### config.mk
export PLATFORM = sky130hd
export DESIGN_NAME = mod_timer
export DESIGN_NICKNAME = d
export VERILOG_FILES = /design/src/rtl/mod_timer.sv
export SDC_FILE = /design/constraint.sdc
export NUM_CORES = 1
export LEC_CHECK = 0
export ABC_AREA = 1
export CAP_MARGIN = 40
export CORE_MARGIN = 4
export CORE_UTILIZATION = 40
export CTS_CLUSTER_DIAMETER = 150
export CTS_CLUSTER_SIZE = 12
export DETAILED_ROUTE_END_ITERATION = 7
export PLACE_DENSITY = 0.59
export SYNTH_ARGS = -nofsm -noshare
export SYNTH_HDL_FRONTEND = slang
export SYNTH_SLANG_ARGS = --single-unit
### constraint.sdc
create_clock -name clk -period 3.05 [get_ports clk]
set_clock_uncertainty 0.15 [all_clocks]
set_input_delay 0.61 -clock clk [delete_from_list [all_inputs] [get_ports clk]]
set_output_delay 0.61 -clock clk [all_outputs]
set_load 0.005 [all_outputs]
### src/rtl/mod_timer.sv
module mod_timer #(
  parameter int PSMAX = 6
) (
  input  logic       clk,
  input  logic       rst_n,
  input  logic [2:0] addr,
  input  logic       rd,
  input  logic       wr,
  input  logic [7:0] wdata,
  output logic [7:0] rdata,
  output logic       irq
);
  localparam logic [2:0] PSCAP = 3'(PSMAX);

  logic [15:0]      cnt, modv;
  logic [PSMAX-1:0] pre;
  logic             tof, toie, stop, arm;
  logic [2:0]       ps;

  wire              ctl_wr  = wr && addr == 3'd0;
  wire              ctl_rd  = rd && addr == 3'd0;
  wire              clr_cmd = ctl_wr && wdata[4];
  wire [2:0]        psel    = (ps > PSCAP) ? PSCAP : ps;
  wire [PSMAX-1:0]  pmask   = ~({PSMAX{1'b1}} << psel);
  wire              tick    = !stop && ((pre & pmask) == pmask);
  wire              wrap_pt = (modv == 16'd0) ? (cnt == 16'hFFFF) : (cnt == modv);
  wire              ovf     = tick && wrap_pt && !clr_cmd;

  assign irq = tof & toie;

  always_ff @(posedge clk or negedge rst_n) begin
    if (!rst_n) begin
      cnt  <= '0;
      modv <= '0;
      pre  <= '0;
      tof  <= 1'b0;
      toie <= 1'b0;
      stop <= 1'b1;
      ps   <= '0;
      arm  <= 1'b0;
    end else begin
      if (clr_cmd) begin
        cnt <= '0;
        pre <= '0;
      end else if (!stop) begin
        pre <= pre + 1'b1;
        if (tick) cnt <= wrap_pt ? 16'd0 : cnt + 16'd1;
      end

      if (wr && addr == 3'd3) modv[15:8] <= wdata;
      if (wr && addr == 3'd4) modv[7:0]  <= wdata;

      if (ctl_wr) begin
        toie <= wdata[6];
        stop <= wdata[5];
        ps   <= wdata[2:0];
      end

      if (ovf)                             tof <= 1'b1;
      else if (ctl_wr && !wdata[7] && arm) tof <= 1'b0;

      if (ovf)                         arm <= 1'b0;
      else if (ctl_rd && tof)          arm <= 1'b1;
      else if (ctl_wr && !wdata[7])    arm <= 1'b0;
    end
  end

  always_comb begin
    case (addr)
      3'd0:    rdata = {tof, toie, stop, 2'b00, ps};
      3'd1:    rdata = cnt[15:8];
      3'd2:    rdata = cnt[7:0];
      3'd3:    rdata = modv[15:8];
      3'd4:    rdata = modv[7:0];
      default: rdata = 8'h00;
    endcase
  end

  assert_stop_holds_R4: assert property (@(posedge clk) disable iff (!rst_n)
    stop && !clr_cmd |=> $stable(cnt) && $stable(pre));

  assert_count_step_R6: assert property (@(posedge clk) disable iff (!rst_n)
    !$stable(cnt) |-> (cnt == $past(cnt) + 16'd1) || (cnt == 16'd0));

  assert_flag_rise_at_zero_R6: assert property (@(posedge clk) disable iff (!rst_n)
    $rose(tof) |-> cnt == 16'd0);

  assert_flag_clear_armed_R8: assert property (@(posedge clk) disable iff (!rst_n)
    $fell(tof) |-> $past(arm && ctl_wr && !wdata[7]));
endmodule

==> reports/metrics.sh, run 1 <==
POSTSYNTHNETCOUNT=437
YOSYS_WARNINGS=0
SYNTH_MOST_COMMON_CELL='nand2_1'
DIEWIDTH_UM=92.7
IO_PINS=24
IR_WORST_VDD_V=0.000280
FIRST_GLOBAL_VIAS=2683
CORE_UM2=6870
SYNTH.AVG_CELL_AREA_UM2=6.82
FINAL.PERIOD_UTILIZATION_PCT=91.1
UNREPAIRED_SETUP_ENDPOINTS_AFTER_GLOBAL_ROUTING='false'
GLOBAL_ROUTE.OVERFLOW_TOTAL=0
MIN_PATH_TYPE='in -> async'
FINAL_AREA_UM2=3410
TIMING.FINAL.CRIT_PERIOD_NS=2.78
FILLERINSTANCES=718
DETAILED_PLACE.AREA_UM2=3250
SYNTH_SEQ_AREA_SHARE_PCT=39.3
ASYNCSETRESETFLOPFRACSYNTH_PCT=100
ANTENNA_LEFT=0
YS.FLOP_TYPE='dfrtp_1'
ROUTED_WL_UM=7800
REPORT.POWER.TOTAL_uW=2090
P_PER_AREA_nW_PER_UM2=612
SYNTH_TOP_CELLS_BY_AREA='dfrtp_1 38%, nand2_1 17%, inv_1 8.4%'
WL_MET1_UM=3790
ROUTE.DETAILED.DRC=0
DETAIL_ROUTE.VIAS_PER_CELL=4.93
PATH_CLASS='in -> out'
FIN_NETS=474
ROWS=30
FINAL_HOLD_VIOL_COUNT=0
WORST_SKEW_PAIR.LATE_LATENCY_NS=0.31
HTREE_LEVELS=2
SYNTHDOMINANTCELLAREASHARE_PCT=38.4
SYNTHCELLS=420
REGAREA_UM2=1130
GRT_PASS1_WL_UM=13300
CELL_TAKING_THE_MOST_AREA_AFTER_SYNTHESIS='dfrtp_1'
CTS_TREE='built'
GRT_ANTENNA_BEFORE_REPAIR=0
LAYOUT-DRIVE-GT1-SHARE_PCT=9.83
CRIT_FANOUT=5
DETAILROUTE.VIA_COUNT=2729
POSTSYNTHREGISTERBITS=45
CRITPATHLAUNCHTYPE='input port'
FLOORPLAN.DIE_AREA_UM2=8580
TOP_LAYER_USED='met4'
STATUS='complete, no violations'
MAX_SLEW_HEADROOM_PCT=64.0
ANTENNA_CELLS=0
MULTI_INPUT_AREA_UM2=1490
CTS_SINKS=45
WORST_EP_ARRIVAL_TIME_NS=2.02
AREA_GROWTH_PCT=19.1
INITIAL_CORE_UTIL_PCT=41.7
SYN-CELL-AREA_UM2=2870
GRT_START_MAX_NET_PINS=33
SLEW_VIOL_FINAL=0
SYNTH_ENABLE_FLOP_CELLS=0
PATH_CLK_SLEW_NS=0.10
MAX_CAP_VIOLS=0
POST-DP-HPWL_UM=6130
CLOCKBUFFERDEPTH=2
GP_CONGESTION=0.957
GR-USAGE-ALL-LAYERS_PCT=19.6
MET2_WIRELENGTH_UM=3610
MET3WIRELENGTH_UM=276
TIMING.FMAX_GHz=0.360
WL_PER_CELL_UM=14.1
PLACEMENT.IO_BUFFERS=23
CHIPHEIGHT_UM=92.7
SYNTH_CELL_TYPES=33
CTS_INSERTED_BUFFERS=5
SETUP_VIOL_COUNT_FINAL=0
LEAKAGE_uW=0.00177
NUMBER_OF_DRC_MARKERS_AFTER_THE_INITIAL_DETAILED_ROUTE_ITERATION=206
DRTPASS1ITERATIONS=4
TIMING.CRITICAL_PATH.TO_TYPE='output port'
SYNTH_COMMON_CELLS='133 x nand2_1, 64 x inv_1, 47 x nor2_1'
CTS-ROOT-BUF='clkbuf_8'
REQUIRED_NS=2.29
MAX_SLEW.WORST_PIN.SLEW_NS=0.538
-- power by group --
part           leakage [uW]  switching [uW]  internal (uW)
sequential         0.000579             151            733
combinational       0.00114             437            277
clock             0.0000603             239            252
total               0.00177             827           1260
-- layout by cell type, fill, tap and decap left out, drive strengths merged --
cell type	synthesis	layout
dfrtp	44	44
nor4	3	3
clkinv	0	1
bufinv	0	1
nand4	1	1
buf	3	14
o211ai	1	1
a221o	2	2
a21oi	7	7
o22ai	7	7
dlymetal6s2s	0	3
nand3	31	31
nand3b	3	3
ha	2	2
nor3	7	7
a31oi	1	1
nor3b	3	3
inv	65	66
nand2	138	138
o21ai	32	32
dlygate4sd2	0	5
o221ai	4	4
dfstp	1	1
a221oi	4	4
nor2	50	50
xor2	8	8
clkbuf	3	7
clkdlybuf4s50	0	12
-- repair_timing --
item	CTS	global route
gates resized for setup	11	12
endpoints found under the hold margin	0	0
hold buffers	0	0
setup endpoints to repair	8	7
pin swaps	1	1
buffers inserted	2	0
-- stage by stage --
step / hold slack [ns] / util [%] / TNS, ns / setup slack (ns) / std cells
after floorplan: 0.164 / - / 0 / 0.915 / 420
after global placement: 0.313 / 47.4 / -0.606 / -0.123 / 544
after detailed placement: 0.311 / 47.4 / -0.815 / -0.166 / 544
after CTS: 0.127 / 49.4 / 0 / 0.0118 / 554
after global routing: 0.142 / 49.7 / 0 / 0.210 / 554
final: 0.104 / 49.7 / 0 / 0.272 / 554
-- routing by layer --
| layer | up-vias | track usage [%] |
|---|---|---|
| met5 | - | 0 |
| met4 | 0 | 5.13 |
| met3 | 11 | 3.66 |
| met2 | 50 | 31.9 |
| met1 | 1258 | 26.8 |
| li1 | 1410 | - |
-- registers in the layout (all words and copies together), names as in the netlist --
register	count
arm	1
cnt	16
modv	16
pre	6
ps	3
stop	1
tof	1
toie	1
-- logic make-up (layout without fill, tap and decap cells) --
| group | after synthesis | after routing | share of synthesized area [%] |
|---|---|---|---|
| AND/OR/NAND/NOR | 236 | 236 | 35.4 |
| buffers and inverters | 71 | 109 | 9.95 |
| AO/OA/AOI/OAI | 58 | 58 | 12.0 |
| flip-flops | 45 | 45 | 39.3 |
| XOR/XNOR | 8 | 8 | 2.44 |
| adder cells (fa/ha/maj) | 2 | 2 | 0.873 |
-- area by class of cell --
cell class	count	share of cell area, %
flip-flops and latches	45	33.0
clock inverters	3	1.47
clock buffers	5	2.02
multi-input cells	304	43.6
inverters	65	7.15
repair buffers	36	9.20
well taps	96	3.52
-- critical path: stages --
cell	delay, ns
dlygate4sd2_1	0.31
inv_1	0.06
nand2_1	0.12
inv_1	0.09
nand2_1	0.06
inv_1	0.05
a221oi_1	0.23
o221ai_1	0.19
dlygate4sd2_1	0.30
-- worst paths after layout --
| kind | startpoint | endpoint | slack, ns | cells after the start |
|---|---|---|---|---|
| setup / recovery | addr[2] | rdata[7] | 0.27 | 9 |
| hold / removal | rst_n | pre[0] | 0.10 | 1 |
| setup reg to reg | modv[5] | cnt[6] | 0.72 | 12 |
| hold reg to reg | pre[5] | pre[5] | 0.33 | 1 |
| max in group asynchronous | rst_n | stop | 1.90 | 2 |
| min in group clk | pre[5] | pre[5] | 0.33 | 1 |
Power figures use the tool's default switching activity.
==> run 2: changes to the inputs <==
--- a/config.mk
+++ b/config.mk
@@ -12,7 +12,7 @@
 export CTS_CLUSTER_DIAMETER = 150
 export CTS_CLUSTER_SIZE = 12
 export DETAILED_ROUTE_END_ITERATION = 7
-export PLACE_DENSITY = 0.59
+export PLACE_DENSITY = 0.66
 export SYNTH_ARGS = -nofsm -noshare
 export SYNTH_HDL_FRONTEND = slang
 export SYNTH_SLANG_ARGS = --single-unit
==> run 2 against run 1 <==
  * Critical endpoint is now rdata[4]
  * First-iteration DRC count up 6.3%
  * Combinational power increased by 1%
  * Cell count down 0.18%
  * Critical path type unchanged
  * Die area stayed put
  * Power fell by 4.3%
  * Sequential power barely moved
  * Largest cell class unchanged
  * Clock-buffer cell count stayed put
  * Clock power down 21%
  * Sequential share of layout area up 0.22 points
  * Utilization decreased by 0.33 points
  * Via count grew 5.0%
==> reports/metrics.sh, run 2 (same netlist as run 1, synthesis figures left out) <==
CLOCKBUFFERDEPTH=2
TIMING.FMAX_GHz=0.360
IO_PINS=24
MAX_SLEW_HEADROOM_PCT=63.4
ROUTE.DETAILED.DRC=0
TIMING.FINAL.CRIT_PERIOD_NS=2.78
CORE_UM2=6870
LEAKAGE_uW=0.00176
CHIPHEIGHT_UM=92.7
CRIT_FANOUT=6
FINAL.PERIOD_UTILIZATION_PCT=91.2
LAYOUT_COMMONEST_CELL='nand2_1'
MAX_CAP_VIOLS=0
AREA_GROWTH_PCT=18.3
LAYOUT-DRIVE-GT1-SHARE_PCT=8.97
FIN_NETS=473
REPORT.POWER.TOTAL_uW=2000
DRTPASS1ITERATIONS=5
GRT_START_MAX_NET_PINS=33
HTREE_LEVELS=2
MIN_PATH_TYPE='in -> async'
WORST_EP_ARRIVAL_TIME_NS=2.02
CTS_HOLD_REPAIR.BUFFERS=0
REQUIRED_NS=2.29
REG2REG_SETUP_SLACK_NS=0.69
NUMBER_OF_DRC_MARKERS_AFTER_THE_INITIAL_DETAILED_ROUTE_ITERATION=219
ANTENNA_CELLS=0
GP_CONGESTION=0.900
GLOBAL_ROUTE.OVERFLOW_TOTAL=0
SETUP_TNS_NS=0
TIMING.CRITICAL_PATH.TO_TYPE='output port'
MAX_SLEW.WORST_PIN.SLEW_NS=0.549
ROUTED_WL_UM=7870
DETAILROUTE.VIA_COUNT=2865
MOST-COMMON-LAYOUT-CELLS='133 x nand2_1, 62 x inv_1, 46 x nor2_1'
CTS_SINKS=45
STATUS='complete, no violations'
IR_WORST_VDD_V=0.000260
SETUP_VIOL_COUNT_FINAL=0
RR_STARTPOINT='modv[5]'
WORSTREG2REGEND='cnt[5]'
WORST-R2R-CELL-COUNT=12
INITIAL_CORE_UTIL_PCT=41.7
CRIT_PATH_MAX_INCR_DELAY_NS=0.50
WORST_SKEW_PAIR.LATE_LATENCY_NS=0.31
DETAIL_ROUTE.VIAS_PER_CELL=5.18
PATH_CLASS='in -> out'
GRT_PASS1_WL_UM=13100
POST-DP-HPWL_UM=6220
CTS_INSERTED_BUFFERS=5
WL_PER_CELL_UM=14.2
GRT_ANTENNA_BEFORE_REPAIR=0
P_PER_AREA_nW_PER_UM2=590
UNREPAIRED_SETUP_ENDPOINTS_AFTER_GLOBAL_ROUTING='false'
PLACEMENT.IO_BUFFERS=23
GR-USAGE-ALL-LAYERS_PCT=19.4
FLOORPLAN.DIE_AREA_UM2=8580
REG_TOP3='cnt x16, modv x16, pre x6'
ROWS=30
FINAL_HOLD_VIOL_COUNT=0
CTS_TREE='built'
FIRST_GLOBAL_VIAS=2669
CTS-ROOT-BUF='clkbuf_8'
DIEWIDTH_UM=92.7
HOLD_SLACK_NS=0.123
PATH_CLK_SLEW_NS=0.10
ANTENNA_LEFT=0
SLEW_VIOL_FINAL=0
CRIT_CHAIN='dlygate4sd2_1 -> nor3_2 -> inv_2 -> o22ai_1 -> a221o_1 -> clkdlybuf4s50_1'
CRIT_PATH_TOP_DELAY_CELL='clkdlybuf4s50_1'
CRITPATHLAUNCHTYPE='input port'
## run 2: cell count changes in the layout (fill, tap and decap cells not counted), sizes merged
cell / delta
inv: -1
bufinv: -1
dlygate4sd2: +3
buf: -1
clkinv: +2
clkbuf: -2
dlymetal6s2s: -1
## run 2: repair_timing
action,in CTS,in global routing
endpoints found under the hold margin,0,0
pin swaps,2,2
buffers inserted,1,0
setup endpoints to repair,8,2
gates resized for setup,14,3
## run 2: report_power, final
group / total [uW] / internal, uW / leakage (uW) / switching [uW]
Sequential: 886 / 733 / 0.000579 / 153
Clock: 390 / 163 / 0.0000481 / 227
Combinational: 723 / 279 / 0.00113 / 445
## run 2: worst max-delay path by stage
stage | slack [ns] | cells after the start | from | end
after floorplan | 0.92 | 5 | addr[2] | rdata[1]
after global placement | -0.07 | 8 | addr[0] | rdata[1]
after detailed placement | -0.13 | 8 | addr[0] | rdata[1]
after CTS | 0.00001 | 7 | addr[0] | rdata[4]
after global routing | 0.15 | 9 | addr[2] | rdata[7]
final | 0.27 | 6 | addr[2] | rdata[4]
## run 2: area by class of cell
| cell class | instances | area [um2] |
|---|---|---|
| fillers | 689 | 3480 |
| clock inverters | 3 | 22.5 |
| well taps | 96 | 120 |
| repair buffers | 35 | 330 |
| clock buffers | 5 | 68.8 |
| multi-input cells | 304 | 1480 |
| flip-flops and latches | 45 | 1130 |
| inverters | 65 | 244 |
## run 2: worst max-delay path, delay by kind of cell
| kind | cells | cell delay (ns) |
|---|---|---|
| AND/OR/NAND/NOR | 1 | 0.24 |
| AO/OA/AOI/OAI | 2 | 0.26 |
| buffers and inverters | 3 | 0.90 |
## run 2: routing by layer
metal  vias to the layer above  global-route usage (%)  wire length [um]
met3                        11                    3.33               486
met4                         0                    5.86               118
met5                         -                       0                 0
met2                       100                    31.8              3710
li1                       1411                       -                 -
met1                      1343                    26.0              3550
## run 2: metrics by stage
step           util, %  worst slack (ns)  instance area (um2)  std cells
3_3_place_gp      47.2           -0.0691                 3250        543
6_report          49.4             0.269                 3390        553
5_1_grt           49.4             0.149                 3390        553
4_1_cts           49.3         0.0000133                 3380        553
3_5_place_dp      47.7            -0.134                 3270        544
2_1_floorplan        -             0.915                 2870        420
